===== src/rtl/mdio_pkg.sv =====
package mdio_pkg;

  typedef enum logic {
    OP_READ  = 1'b0,
    OP_WRITE = 1'b1
  } mdio_op_e;

  localparam int unsigned SEL_W = 4;
  localparam int unsigned DIV_W = 8;

  // Codes with bit 3 set: 4 + 2*n. Codes 6/7 fall back to 42.
  function automatic logic [DIV_W-1:0] sel_to_div(input logic [SEL_W-1:0] sel);
    logic [DIV_W-1:0] d;
    if (sel[3]) begin
      d = DIV_W'(4) + DIV_W'({sel[2:0], 1'b0});
    end else begin
      case (sel[2:0])
        3'd1:    d = DIV_W'(62);
        3'd2:    d = DIV_W'(16);
        3'd3:    d = DIV_W'(26);
        3'd4:    d = DIV_W'(102);
        3'd5:    d = DIV_W'(124);
        default: d = DIV_W'(42);
      endcase
    end
    return d;
  endfunction

endpackage


===== src/rtl/mdio_div_sel.sv =====
module mdio_div_sel
  import mdio_pkg::*;
(
  input  logic [SEL_W-1:0] sel_i,
  output logic [DIV_W-1:0] div_o
);

  always_comb div_o = sel_to_div(sel_i);

  always_comb begin
    AST_DIV_EVEN: assert (div_o[0] == 1'b0 && div_o >= DIV_W'(4));
  end

endmodule


===== src/rtl/mdio_clk_gen.sv =====
module mdio_clk_gen #(
  parameter int unsigned DIV_W = 8
) (
  input  logic             clk_i,
  input  logic             rst_ni,
  input  logic             load_i,
  input  logic             run_i,
  input  logic [DIV_W-1:0] div_i,
  output logic             mdc_o,
  output logic             rise_o,
  output logic             fall_o
);

  localparam logic [DIV_W-1:0] ONE = DIV_W'(1);

  logic [DIV_W-1:0] cnt_q;
  logic [DIV_W-1:0] half_m1;
  logic [DIV_W-1:0] full_m1;

  assign half_m1 = (div_i >> 1) - ONE;
  assign full_m1 = div_i - ONE;
  assign rise_o  = run_i && (cnt_q == half_m1);
  assign fall_o  = run_i && (cnt_q == full_m1);

  always_ff @(posedge clk_i or negedge rst_ni) begin
    if (!rst_ni) begin
      cnt_q <= '0;
      mdc_o <= 1'b0;
    end else if (load_i || !run_i) begin
      cnt_q <= '0;
      mdc_o <= 1'b0;
    end else begin
      cnt_q <= fall_o ? '0 : cnt_q + ONE;
      if (rise_o)      mdc_o <= 1'b1;
      else if (fall_o) mdc_o <= 1'b0;
    end
  end

  AST_CNT_BOUND: assert property (@(posedge clk_i) disable iff (!rst_ni)
    run_i |-> cnt_q < div_i);

  AST_MDC_RISE_PHASE: assert property (@(posedge clk_i) disable iff (!rst_ni)
    $rose(mdc_o) |-> cnt_q == (div_i >> 1));

endmodule


===== src/rtl/mdio_frame.sv =====
module mdio_frame
  import mdio_pkg::*;
#(
  parameter int unsigned PRE_W  = 32,
  parameter int unsigned PHY_AW = 5,
  parameter int unsigned REG_AW = 5,
  parameter int unsigned DATA_W = 16
) (
  input  logic              clk_i,
  input  logic              rst_ni,
  input  logic              load_i,
  input  logic              busy_i,
  input  logic              op_i,
  input  logic [PHY_AW-1:0] phy_i,
  input  logic [REG_AW-1:0] reg_i,
  input  logic [DATA_W-1:0] wdata_i,
  input  logic              rise_i,
  input  logic              fall_i,
  input  logic              mdio_i,
  output logic              mdio_o,
  output logic              mdio_oe_o,
  output logic              last_o,
  output logic [DATA_W-1:0] rdata_o
);

  localparam int unsigned HDR_W   = 6 + PHY_AW + REG_AW;
  localparam int unsigned FRAME_W = PRE_W + HDR_W + DATA_W;
  localparam int unsigned TA_POS  = PRE_W + HDR_W - 2;
  localparam int unsigned DAT_POS = PRE_W + HDR_W;
  localparam int unsigned BIT_W   = $clog2(FRAME_W);

  mdio_op_e           op_q;
  logic [FRAME_W-1:0] shift_q;
  logic [BIT_W-1:0]   bit_q;
  logic [FRAME_W-1:0] frame_d;

  always_comb begin
    if (mdio_op_e'(op_i) == OP_WRITE)
      frame_d = {{PRE_W{1'b1}}, 2'b01, 2'b01, phy_i, reg_i, 2'b10, wdata_i};
    else
      frame_d = {{PRE_W{1'b1}}, 2'b01, 2'b10, phy_i, reg_i, 2'b11, {DATA_W{1'b1}}};
  end

  always_ff @(posedge clk_i or negedge rst_ni) begin
    if (!rst_ni) begin
      op_q    <= OP_READ;
      shift_q <= '1;
      bit_q   <= '0;
      rdata_o <= '0;
    end else if (load_i) begin
      op_q    <= mdio_op_e'(op_i);
      shift_q <= frame_d;
      bit_q   <= '0;
    end else if (busy_i) begin
      if (fall_i) begin
        shift_q <= {shift_q[FRAME_W-2:0], 1'b1};
        bit_q   <= bit_q + BIT_W'(1);
      end
      if (rise_i && op_q == OP_READ && bit_q >= BIT_W'(DAT_POS))
        rdata_o <= {rdata_o[DATA_W-2:0], mdio_i};
    end
  end

  assign mdio_o    = busy_i ? shift_q[FRAME_W-1] : 1'b1;
  assign mdio_oe_o = busy_i && (op_q == OP_WRITE || bit_q < BIT_W'(TA_POS));
  assign last_o    = (bit_q == BIT_W'(FRAME_W - 1));

  AST_WRITE_TA: assert property (@(posedge clk_i) disable iff (!rst_ni)
    busy_i && op_q == OP_WRITE && bit_q == BIT_W'(TA_POS) |-> mdio_o);

  AST_RDATA_HOLD: assert property (@(posedge clk_i) disable iff (!rst_ni)
    !busy_i |=> $stable(rdata_o));

endmodule


===== src/rtl/mdio_master.sv =====
module mdio_master
  import mdio_pkg::*;
#(
  parameter int unsigned PHY_AW = 5,
  parameter int unsigned REG_AW = 5,
  parameter int unsigned DATA_W = 16
) (
  input  logic              clk_i,
  input  logic              rst_ni,
  input  logic              start_i,
  input  logic              op_i,
  input  logic [PHY_AW-1:0] phy_addr_i,
  input  logic [REG_AW-1:0] reg_addr_i,
  input  logic [DATA_W-1:0] wdata_i,
  input  logic [SEL_W-1:0]  clk_sel_i,
  input  logic              mdio_i,
  output logic              busy_o,
  output logic [DATA_W-1:0] rdata_o,
  output logic              mdc_o,
  output logic              mdio_o,
  output logic              mdio_oe_o
);

  logic             accept;
  logic             rise, fall, last;
  logic [DIV_W-1:0] div_sel, div_q;

  assign accept = start_i && !busy_o;

  mdio_div_sel i_div_sel (
    .sel_i (clk_sel_i),
    .div_o (div_sel)
  );

  always_ff @(posedge clk_i or negedge rst_ni) begin
    if (!rst_ni) begin
      busy_o <= 1'b0;
      div_q  <= DIV_W'(42);
    end else if (accept) begin
      busy_o <= 1'b1;
      div_q  <= div_sel;
    end else if (fall && last) begin
      busy_o <= 1'b0;
    end
  end

  mdio_clk_gen #(.DIV_W(DIV_W)) i_clk_gen (
    .clk_i  (clk_i),
    .rst_ni (rst_ni),
    .load_i (accept),
    .run_i  (busy_o),
    .div_i  (div_q),
    .mdc_o  (mdc_o),
    .rise_o (rise),
    .fall_o (fall)
  );

  mdio_frame #(
    .PRE_W  (32),
    .PHY_AW (PHY_AW),
    .REG_AW (REG_AW),
    .DATA_W (DATA_W)
  ) i_frame (
    .clk_i     (clk_i),
    .rst_ni    (rst_ni),
    .load_i    (accept),
    .busy_i    (busy_o),
    .op_i      (op_i),
    .phy_i     (phy_addr_i),
    .reg_i     (reg_addr_i),
    .wdata_i   (wdata_i),
    .rise_i    (rise),
    .fall_i    (fall),
    .mdio_i    (mdio_i),
    .mdio_o    (mdio_o),
    .mdio_oe_o (mdio_oe_o),
    .last_o    (last),
    .rdata_o   (rdata_o)
  );

  AST_START_IGNORED: assert property (@(posedge clk_i) disable iff (!rst_ni)
    busy_o && start_i |=> $stable(div_q));

  AST_MDC_IDLE_LOW: assert property (@(posedge clk_i) disable iff (!rst_ni)
    !busy_o |-> !mdc_o);

  AST_OE_IDLE: assert property (@(posedge clk_i) disable iff (!rst_ni)
    !busy_o |-> !mdio_oe_o);

endmodule


===== config.mk =====
export PLATFORM = sky130hd
export DESIGN_NAME = mdio_master
export DESIGN_NICKNAME = d
export VERILOG_FILES = /design/src/rtl/mdio_pkg.sv /design/src/rtl/mdio_div_sel.sv /design/src/rtl/mdio_clk_gen.sv /design/src/rtl/mdio_frame.sv /design/src/rtl/mdio_master.sv
export SDC_FILE = /design/constraint.sdc
export NUM_CORES = 1
export LEC_CHECK = 0
export ABC_AREA = 1
export BUFFER_PORTS_ARGS = -buffer_cell sky130_fd_sc_hd__buf_4
export CAP_MARGIN = 0
export CORE_AREA = 4 4 100 102
export CTS_CLUSTER_DIAMETER = 40
export DETAILED_ROUTE_END_ITERATION = 12
export DIE_AREA = 0 0 104 106
export PLACE_DENSITY = 0.86
export RECOVER_POWER = 50
export SYNTH_ARGS = -nofsm -noshare
export SYNTH_HDL_FRONTEND = slang
export SYNTH_SLANG_ARGS = --single-unit

===== constraint.sdc =====
create_clock -name clk_i -period 4.4 [get_ports clk_i]
set_input_delay 0.66 -clock clk_i [delete_from_list [all_inputs] [get_ports clk_i]]
set_output_delay 0.66 -clock clk_i [all_outputs]
set_load 0.01 [all_outputs]

==> impl_metrics.py, run 1 <==
metrics = {
    "cells_and_area": {
        "syn_to_final_growth_pct": 10.8,
        "fill_cells": 764,
        "layout.nets": 724,
        "final_cell_count_no_fill": 798,
        "drive_gt1_frac": 0.231,
        "seq_area_sq_um": 2660,
        "diodes": 0,
        "final_area_sq_um": 5900,
        "multi_input_area_sq_um": 2360,
        "final_util": 0.648,
    },
    "cts": {
        "cts-root-buf": "clkbuf_8",
        "clk_path_buf_depth": 2,
        "clk_pin_slew_ns": 0.10,
        "cts_tree": "yes",
        "htreeDepth": 3,
        "worstSkewPairLatency_ns": 0.38,
        "cts_inserted_buffers": 9,
        "clock-sinks": 103,
        "cts_resized": 0,
        "postCtsHoldBufs": 0,
        "postCtsSetupBuffers": 0,
    },
    "yosys": {
        "synth_cells": 649,
        "yosysTopAreaCell": "dfstp_2",
        "syn_avg_cell_area_sq_um": 8.21,
        "synth_fp_nets": 691,
        "yosysSeqAreaShare": 0.500,
        "synthArstFlopShare": 1.00,
        "syn_area_sq_um": 5330,
        "synthTopCellsByCount": "nand2_1, nand3_1, dfstp_2",
        "synth-edff-count": 0,
        "synth_most_common_cell": "nand2_1",
        "synth_ff_type": "dfstp_2",
        "yosys-top-cells-area": "dfstp_2, dfrtp_1, nand2_1",
        "yosysWarnings": 0,
        "ys_ff_latch": 103,
        "synth.distinct_cells": 34,
        "netlist.area_leader.share": 0.331,
    },
    "run_status": {
        "violations": "max-capacitance violations, max-slew violations",
        "status": "finished with violations",
    },
    "placed_design": {
        "portBuffers": 54,
        "place_inst": 782,
        "place.gp.congestion": 0.911,
        "hpwlAfterDp_um": 7160,
        "place_area_sq_um": 5740,
        "dp_slack_ns": 1.66,
    },
    "route": {
        "antenna_left": 0,
        "via_per_inst": 5.75,
        "num_vias": 4592,
        "wire_per_inst_um": 14.3,
        "routed_wl_um": 11400,
        "drc": 0,
        "dr_wl_met2_um": 5690,
        "wl_met1_um": 5080,
        "firstDrtPassIters": 4,
        "drt-initial-drc-count": 318,
        "wl_met3_um": 516,
        "routed.top_layer": "met4",
    },
    "sta": {
        "grt_setup_unrepaired": "no",
        "hold-worst-slack_ns": 0.483,
        "fin_crit_ns": 2.75,
        "relSlewSlack": -0.362,
        "setup_ws_ns": 1.65,
        "fmax_mhz": 364,
        "tightest_slew_ns": 2.04,
        "skew_ns": 0.0238,
        "slew_violations": 87,
        "fin_crit_sh": 0.624,
        "finalHoldViolations": 0,
        "fin_tns_setup_ns": 0,
        "finalSetupViolCount": 0,
    },
    "floorplan": {
        "start_util": 0.585,
        "rows": 35,
        "die_h_um": 106,
        "die_area_sq_um": 11000,
        "die_w_um": 104,
        "boundaryPins": 55,
        "core_region_area_sq_um": 9110,
    },
    "worst_setup_path": {
        "critPathMaxFanout": 42,
        "critPathMaxStageDelay_ns": 0.59,
        "setup.worst_path.end_class": "flop",
        "timing.rr.end": "i_frame.shift_q[11]$_DFFE_PN1P_",
        "crit_type": "flop to flop",
        "path_cells": "inv_1 -> ha_1 -> inv_1 -> nand2_1 -> nand3_1 -> nand2_1 -> nor2_1 -> nand2_1 -> nor2_1 -> nand4_4 -> nand2_2 -> nand2_1 -> nand2_1",
        "cp_data_arrival_time_ns": 3.05,
        "critPathRequiredTime_ns": 4.70,
        "crit_buf_inv": 2,
        "rr_worst_depth": 13,
        "crit_top_cell": "nand2_1",
        "worst_path_max_delay_cell": "nand2_2",
        "cpLargestDelayFamily": "simple AND/OR/NAND/NOR gates",
        "worst_setup_path_start_kind": "flop",
        "rrSetupSlack_ns": 1.65,
        "r2r_start": "div_q[1]$_DFFE_PN1P_",
    },
    "power": {
        "ir_worst_vdd_mv": 0.186,
        "powerDensity_nw_per_um2": 274,
        "total_power_mw": 1.62,
        "leakage_nw": 2.93,
    },
    "grt": {
        "grt_pass1_vias": 4289,
        "globalRouteOverflowTotal": 0,
        "track_usage": 0.215,
        "grt_pass1_wl_um": 20000,
        "grt_max_degree": 87,
        "antenna_found_initial": 0,
    },
    "flow_run": {
        "cap_violations": 1,
    },
    "worst_hold_path": {
        "min-delay-start": "clk_sel_i[3]",
        "hold_path_end": "div_q[5]$_DFFE_PN1P_",
        "holdPathStages": 2,
        "hp-class": "primary input to flop",
    },
}
==> logic make-up after synthesis <==
logic type	Yosys count	share of synthesized area
compound gates	36	0.0498
xor+xnor	9	0.0148
fa+ha+maj	7	0.0164
buf+inv	70	0.0573
flops	103	0.500
simple gates	424	0.362
==> state kept, by name, summed over array words and instances, names as in the netlist <==
| signal | count |
|---|---|
| i_frame.shift_q | 64 |
| i_frame.rdata_o | 16 |
| i_frame.bit_q | 6 |
| i_frame.op_q | 1 |
| i_clk_gen.mdc_o | 1 |
| div_q | 6 |
| busy_o | 1 |
| i_clk_gen.cnt_q | 8 |
==> power breakdown <==
| group | internal, mW | total (mW) | switching (mW) |
|---|---|---|---|
| Combinational | 0.0220 | 0.0506 | 0.0285 |
| Sequential | 0.950 | 0.950 | 0 |
| Clock | 0.232 | 0.617 | 0.385 |
==> worst register-to-register path: cells and delay by family, from the launching register on <==
| family | cells | cell delay [ns] |
|---|---|---|
| flip-flops | 1 | 0.57 |
| adder cells (fa/ha/maj) | 1 | 0.27 |
| AND/OR/NAND/NOR | 10 | 1.62 |
| buffers and inverters | 2 | 0.23 |
==> layout make-up <==
cell class / count / share of cell area
inverters: 31 / 0.0197
flip-flops and latches: 103 / 0.451
clock inverters: 7 / 0.0138
multi-input cells: 476 / 0.400
well taps: 111 / 0.0235
clock buffers: 9 / 0.0210
repair buffers: 61 / 0.0708
==> per-layer routing <==
metal  vias up  track usage
met4         0       0.0418
met5         -            0
met3        14       0.0419
met2       118        0.364
li1       2230            -
met1      2230        0.290
==> placed cells by master, fill, tap and decap left out, types with 9 or more instances in the layout <==
master	Yosys	routed
nand2_1	229	228
nand3_1	104	104
dfstp_2	67	67
buf_4	5	50
nand4_1	42	42
dfrtp_1	36	36
inv_1	29	29
nor2_1	22	22
o22a_1	15	15
or2_2	13	13
o21ai_0	11	11
clkbuf_1	17	10
clkbuf_8	0	9
==> worst max path at each step <==
stage          cells past startpoint  slack [ns]            startpoint                              end
2_1_floorplan                     12        2.26  div_q[1]$_DFFE_PN1P_  i_frame.rdata_o[10]$_DFFE_PN0P_
3_3_place_gp                      13        1.81  div_q[1]$_DFFE_PN1P_  i_frame.shift_q[27]$_DFFE_PN1P_
3_5_place_dp                      13        1.66  div_q[1]$_DFFE_PN1P_   i_frame.shift_q[6]$_DFFE_PN1P_
4_1_cts                           13        1.66  div_q[1]$_DFFE_PN1P_  i_frame.shift_q[11]$_DFFE_PN1P_
5_1_grt                            2        1.34                rst_ni     i_clk_gen.cnt_q[3]$_DFF_PN0_
6_report                          13        1.65  div_q[1]$_DFFE_PN1P_  i_frame.shift_q[11]$_DFFE_PN1P_
Note: power is estimated with default switching activity, not from simulation.
==> run 2, diff against run 1 <==
--- a/config.mk
+++ b/config.mk
@@ -5,14 +5,14 @@
 export SDC_FILE = /design/constraint.sdc
 export NUM_CORES = 1
 export LEC_CHECK = 0
-export ABC_AREA = 1
+export ABC_AREA = 0
 export BUFFER_PORTS_ARGS = -buffer_cell sky130_fd_sc_hd__buf_4
 export CAP_MARGIN = 0
-export CORE_AREA = 4 4 100 102
+export CORE_AREA = 4 4 101 103
 export CTS_CLUSTER_DIAMETER = 40
 export DETAILED_ROUTE_END_ITERATION = 12
-export DIE_AREA = 0 0 104 106
-export PLACE_DENSITY = 0.86
+export DIE_AREA = 0 0 105 107
+export PLACE_DENSITY = 0.82
 export RECOVER_POWER = 50
 export SYNTH_ARGS = -nofsm -noshare
 export SYNTH_HDL_FRONTEND = slang
==> constraint.sdc (replaced) <==
create_clock -name clk_i -period 2.4 [get_ports clk_i]
set_input_delay 0.36 -clock clk_i [delete_from_list [all_inputs] [get_ports clk_i]]
set_output_delay 0.36 -clock clk_i [all_outputs]
set_load 0.01 [all_outputs]
==> run 2 against run 1 <==
  * The flow now finishes without violations
  * Non-clock buffer count rose by 16
  * Worst setup slack worse by 1.6 ns
  * Maximum frequency rose by 16%
  * Critical path type unchanged
==> impl_metrics.py, run 2 <==
metrics = {
    "run_status": {
        "status": "finished, final reports clean",
    },
    "floorplan": {
        "die_w_um": 105,
        "rows": 35,
        "die_area_sq_um": 11200,
        "boundaryPins": 55,
        "core_region_area_sq_um": 9200,
        "die_h_um": 107,
        "start_util": 0.524,
    },
    "power": {
        "leakage_nw": 2.64,
        "p_seq_frac": 0.527,
        "total_power_mw": 6.17,
        "powerDensity_nw_per_um2": 1080,
        "clkPwrFrac": 0.173,
        "power_frac_comb": 0.300,
        "p_sw_mw": 2.02,
        "ir_worst_vdd_mv": 0.446,
        "internal_power_mw": 4.15,
        "p_sw_frac": 0.328,
    },
    "route": {
        "routed_wl_um": 9760,
        "drc": 0,
        "via_per_inst": 5.48,
        "antenna_left": 0,
        "drt-initial-drc-count": 206,
        "wire_per_inst_um": 15.0,
        "firstDrtPassIters": 4,
        "num_vias": 3558,
    },
    "worst_setup_path": {
        "rrSetupSlack_ns": 0.03,
        "crit_buf_inv": 2,
        "setup.worst_path.end_class": "flop",
        "crit_cells": 8,
        "worst_setup_path_start_kind": "flop",
        "endpoint": "i_frame.rdata_o[10]$_DFFE_PN0P_",
        "cpLargestDelayFamily": "flip-flops",
        "path_cells": "buf_4 -> nor4_2 -> xor2_1 -> o21ai_0 -> nand4_1 -> nor3_4 -> buf_12 -> mux2_2",
        "crit_type": "flop to flop",
        "rr_worst_depth": 8,
        "critPathRequiredTime_ns": 2.65,
        "worst_path_max_delay_cell": "dfstp_2",
        "critPathMaxFanout": 16,
        "cp_data_arrival_time_ns": 2.62,
        "timing.rr.end": "i_frame.rdata_o[10]$_DFFE_PN0P_",
        "critPathMaxStageDelay_ns": 0.60,
        "crit_start": "div_q[3]$_DFFE_PN1P_",
        "r2r_start": "div_q[3]$_DFFE_PN1P_",
    },
    "cells_and_area": {
        "layout.nets": 575,
        "top_regs": "i_frame.shift_q x64, i_frame.rdata_o x16, i_clk_gen.cnt_q x8",
        "final_cell_mix": "nand2_1, buf_4, dfstp_2",
        "drive_gt1_frac": 0.362,
        "fill_cells": 745,
        "final_common_cell": "nand2_1",
        "final_area_sq_um": 5710,
        "top_register": "i_frame.shift_q",
        "largest_register_ffs": 64,
        "syn_to_final_growth_pct": 18.3,
        "diodes": 0,
    },
    "placed_design": {
        "hpwlAfterDp_um": 6360,
        "portBuffers": 54,
        "place.gp.congestion": 0.851,
        "place_area_sq_um": 5390,
        "dp_slack_ns": -0.0489,
    },
    "sta": {
        "skew_ns": 0.0123,
        "finalSetupViolCount": 0,
        "fin_crit_ns": 2.37,
        "setup_ws_ns": 0.0258,
        "fin_tns_setup_ns": 0,
        "slew_violations": 0,
        "finalHoldViolations": 0,
        "tightest_slew_ns": 1.14,
        "fin_crit_sh": 0.989,
        "relSlewSlack": 0.243,
        "grt_setup_unrepaired": "yes",
        "fmax_mhz": 421,
    },
    "yosys": {
        "yosys-top-cells-area": "dfstp_2, dfrtp_1, nand2_1",
        "syn_avg_cell_area_sq_um": 10.1,
        "synth_cells": 477,
        "yosysSeqAreaShare": 0.552,
        "synthTopCellsByCount": "nand2_1, dfstp_2, dfrtp_1",
        "yosysWarnings": 0,
        "synth_ff_type": "dfstp_2",
        "synth_fp_nets": 519,
        "ys_ff_latch": 103,
        "syn_area_sq_um": 4820,
        "synthArstFlopShare": 1.00,
        "synth_most_common_cell": "nand2_1",
        "yosysTopAreaCell": "dfstp_2",
        "netlist.area_leader.share": 0.365,
        "synth-edff-count": 0,
        "synth.distinct_cells": 52,
    },
    "grt": {
        "antenna_found_initial": 0,
        "grt_pass1_wl_um": 16500,
        "globalRouteOverflowTotal": 0,
        "track_usage": 0.177,
        "grt_pass1_vias": 3567,
        "grt_max_degree": 58,
    },
    "cts": {
        "htreeDepth": 3,
        "cts-root-buf": "clkbuf_8",
        "cts_tree": "yes",
        "clk_pin_slew_ns": 0.10,
        "clock-sinks": 103,
        "worstSkewPairLatency_ns": 0.37,
        "clk_path_buf_depth": 2,
        "cts_inserted_buffers": 9,
    },
    "worst_hold_path": {
        "hp-class": "primary input to flop",
    },
    "flow_run": {
        "cap_violations": 0,
    },
}
## run 2: worst min path at each step
stage	cells after the start	end	from	slack, ns
finish	2	i_frame.shift_q[0]$_DFFE_PN1P_	op_i	0.17
global route	2	i_frame.shift_q[0]$_DFFE_PN1P_	op_i	0.14
floorplan	0	busy_o$_DFFE_PN0P_	rst_ni	0.06
CTS	1	i_frame.rdata_o[2]$_DFFE_PN0P_	rst_ni	0.01
global placement	1	i_clk_gen.cnt_q[4]$_DFF_PN0_	rst_ni	0.40
detailed placement	1	i_clk_gen.cnt_q[7]$_DFF_PN0_	rst_ni	0.41
## run 2: kinds of logic after synthesis
| kind of cell | synth area share |
|---|---|
| multiplexers | 0.0394 |
| AO/OA/AOI/OAI | 0.131 |
| adder cells (fa/ha/maj) | 0.0182 |
| XOR/XNOR | 0.0483 |
| AND/OR/NAND/NOR | 0.152 |
| buffers and inverters | 0.0589 |
| flip-flops | 0.552 |
## run 2: power groups by stage
stage                     combinational, mW  sequential (mW)  clock, mW
after floorplan                        1.35             3.13          0
after global routing                   2.09             3.34       1.19
final                                  1.85             3.25       1.07
after detailed placement               1.74             3.27          0
after CTS                              1.75             3.25       1.10
after global placement                 1.64             3.24          0
## run 2: stage by stage
stage	utilization	hold slack, ns	cells
floorplan	-	0.0644	477
global placement	0.586	0.404	625
detailed placement	0.586	0.412	625
CTS	0.609	0.0142	641
global route	0.620	0.144	649
finish	0.620	0.171	649
## run 2: repair_timing
item	in CTS	in global routing
setup buffers	0	7
hold buffers	0	0
setup endpoints to repair	5	36
pin swaps	0	5
resized for setup	2	10
cloned	0	1
## run 2: routing by layer
layer / global-route usage / up-vias / share of wire
li1: - / 1727 / -
met5: 0 / - / 0
met3: 0.0500 / 8 / 0.054
met4: 0.0469 / 0 / 0.011
met1: 0.230 / 1717 / 0.45
met2: 0.293 / 106 / 0.48
## run 2: area by class of cell
cell class                 count  area [sq um]  area share
clock inverter                 5          45.0     0.00789
multi-input combinational    310          1940       0.340
timing repair buffer          77           647       0.113
tap                          111           139      0.0243
clock buffer                  11           151      0.0265
sequential                   103          2660       0.466
inverter                      32           120      0.0211
==> run 3, diff against run 2 <==
--- a/config.mk
+++ b/config.mk
@@ -5,14 +5,14 @@
 export SDC_FILE = /design/constraint.sdc
 export NUM_CORES = 1
 export LEC_CHECK = 0
-export ABC_AREA = 0
+export ABC_AREA = 1
 export BUFFER_PORTS_ARGS = -buffer_cell sky130_fd_sc_hd__buf_4
 export CAP_MARGIN = 0
-export CORE_AREA = 4 4 101 103
+export CORE_AREA = 4 4 106 108
 export CTS_CLUSTER_DIAMETER = 40
 export DETAILED_ROUTE_END_ITERATION = 12
-export DIE_AREA = 0 0 105 107
-export PLACE_DENSITY = 0.82
+export DIE_AREA = 0 0 110 112
+export PLACE_DENSITY = 0.81
 export RECOVER_POWER = 50
 export SYNTH_ARGS = -nofsm -noshare
 export SYNTH_HDL_FRONTEND = slang
==> run 3 against run 2 <==
  * Via count rose by 30%
  * Wire length rose by 21%
  * Maximum frequency rose by 5.5%
  * Combinational power fell by 95%
  * Non-clock buffer count fell by 1
  * Register-to-register slack improved by 0.12 ns
  * Design area rose by 6.2%
  * Critical path type unchanged
==> impl_metrics.py, run 3 (same netlist as run 1, synthesis figures left out) <==
metrics = {
    "cells_and_area": {
        "diodes": 0,
        "layout.nets": 739,
        "multi_input_area_sq_um": 2370,
        "seq_area_sq_um": 2660,
        "top_regs": "i_frame.shift_q x64, i_frame.rdata_o x16, i_clk_gen.cnt_q x8",
        "final_cell_count_no_fill": 838,
        "final_util": 0.592,
        "final_cell_mix": "nand2_1, nand3_1, dfstp_2",
        "final_common_cell": "nand2_1",
        "drive_gt1_frac": 0.238,
        "fill_cells": 912,
        "top_register": "i_frame.shift_q",
        "syn_to_final_growth_pct": 13.8,
        "largest_register_ffs": 64,
    },
    "sta": {
        "fin_tns_setup_ns": 0,
        "fin_crit_sh": 0.938,
        "fmax_mhz": 444,
        "hold-worst-slack_ns": 0.171,
        "tightest_slew_ns": 1.00,
        "finalSetupViolCount": 0,
        "slew_violations": 0,
        "fin_crit_ns": 2.25,
        "skew_ns": 0.00838,
        "relSlewSlack": 0.333,
        "finalHoldViolations": 0,
    },
    "worst_setup_path": {
        "critPathMaxStageDelay_ns": 0.57,
        "worst_setup_path_start_kind": "flop",
        "cp_data_arrival_time_ns": 2.57,
        "crit_type": "flop to flop",
        "critPathMaxFanout": 17,
        "crit_top_cell": "nand2_1",
        "critPathRequiredTime_ns": 2.72,
        "worst_path_max_delay_cell": "dfstp_2",
        "setup.worst_path.end_class": "flop",
        "path_cells": "inv_1 -> ha_1 -> inv_1 -> nand2_1 -> nand2_1 -> nand2_1 -> nor2_2 -> nand2_2 -> nor2_2 -> nand4_4 -> nand2_4 -> clkbuf_16 -> nand2_1 -> nand2_1",
    },
    "cts": {
        "worstSkewPairLatency_ns": 0.37,
        "htreeDepth": 3,
        "clock-sinks": 103,
        "cts_tree": "yes",
        "clk_pin_slew_ns": 0.10,
        "clk_path_buf_depth": 2,
        "cts-root-buf": "clkbuf_8",
        "cts_inserted_buffers": 9,
    },
    "floorplan": {
        "die_area_sq_um": 12300,
        "core_region_area_sq_um": 10200,
        "start_util": 0.520,
        "die_w_um": 110,
        "boundaryPins": 55,
        "rows": 37,
        "die_h_um": 112,
    },
    "grt": {
        "grt_pass1_wl_um": 20300,
        "track_usage": 0.202,
        "globalRouteOverflowTotal": 0,
        "grt_pass1_vias": 4476,
        "grt_max_degree": 43,
        "antenna_found_initial": 0,
    },
    "route": {
        "routed_wl_um": 11900,
        "num_vias": 4610,
        "drc": 0,
        "wire_per_inst_um": 14.2,
        "antenna_left": 0,
        "firstDrtPassIters": 5,
        "drt-initial-drc-count": 344,
        "via_per_inst": 5.50,
    },
    "placed_design": {
        "portBuffers": 54,
        "place_inst": 820,
        "place.gp.congestion": 0.870,
        "hpwlAfterDp_um": 7940,
    },
    "power": {
        "leakage_nw": 2.99,
        "powerDensity_nw_per_um2": 486,
        "ir_worst_vdd_mv": 0.321,
    },
    "flow_run": {
        "cap_violations": 0,
    },
    "worst_hold_path": {
        "hp-class": "primary input to flop",
    },
    "run_status": {
        "status": "finished, final reports clean",
    },
}
-- run 3: timing repair --
action,4_1_cts,5_1_grt
hold endpoints to repair,5,0
buffers inserted,0,0
hold buffers,1,0
gates resized for setup,0,6
endpoints found under the setup margin,0,71
-- run 3: per-stage QoR --
step | power, mW | setup WS [ns] | instance area (sq um)
2_1_floorplan | 1.78 | 0.260 | 5330
3_3_place_gp | 1.87 | 0.174 | 5890
3_5_place_dp | 1.87 | 0.0681 | 5890
4_1_cts | 3.00 | 0.0414 | 6100
5_1_grt | 3.08 | -0.0189 | 6060
6_report | 2.95 | 0.150 | 6060
-- run 3: layer usage --
metal	part of all wire	track usage	up-vias
li1	-	-	2254
met1	0.44	0.267	2232
met2	0.49	0.335	116
met3	0.054	0.0470	8
met4	0.0085	0.0432	0
met5	0	0	-
-- run 3: area by class of cell --
class / count / share of cell area
flip-flops and latches: 103 / 0.439
multi-input cells: 476 / 0.392
repair buffers: 76 / 0.0894
well taps: 136 / 0.0281
clock buffers: 12 / 0.0239
inverters: 31 / 0.0192
clock inverters: 4 / 0.00867
-- run 3: power by group --
part           switching (mW)  leakage [nW]  internal, mW
combinational          0.0540          1.76        0.0426
clock                   0.593         0.101         0.516
sequential                  0          1.12          1.74
total                   0.647          2.99          2.30
-- run 3: critical path: cells and delay by family, from the launching register on --
family | cells | cell delay [ns]
buffers and inverters | 3 | 0.33
AND/OR/NAND/NOR | 10 | 0.98
flip-flops | 1 | 0.57
adder cells (fa/ha/maj) | 1 | 0.32
-- run 3: worst paths after layout --
kind                                                       from                               to  slack [ns]  depth (start not counted)
min in group asynchronous                                rst_ni             div_q[6]$_DFFE_PN0P_        0.70                          2
max in group asynchronous                                rst_ni  i_frame.shift_q[44]$_DFFE_PN1P_        0.47                          3
worst max-delay path                       div_q[1]$_DFFE_PN1P_   i_frame.shift_q[7]$_DFFE_PN1P_        0.15                         14
worst max register to register             div_q[1]$_DFFE_PN1P_   i_frame.shift_q[7]$_DFFE_PN1P_        0.15                         14
worst min-delay path                               clk_sel_i[3]             div_q[5]$_DFFE_PN1P_        0.17                          2
worst min register to register  i_frame.shift_q[31]$_DFFE_PN1P_  i_frame.shift_q[31]$_DFFE_PN1P_        0.48                          2
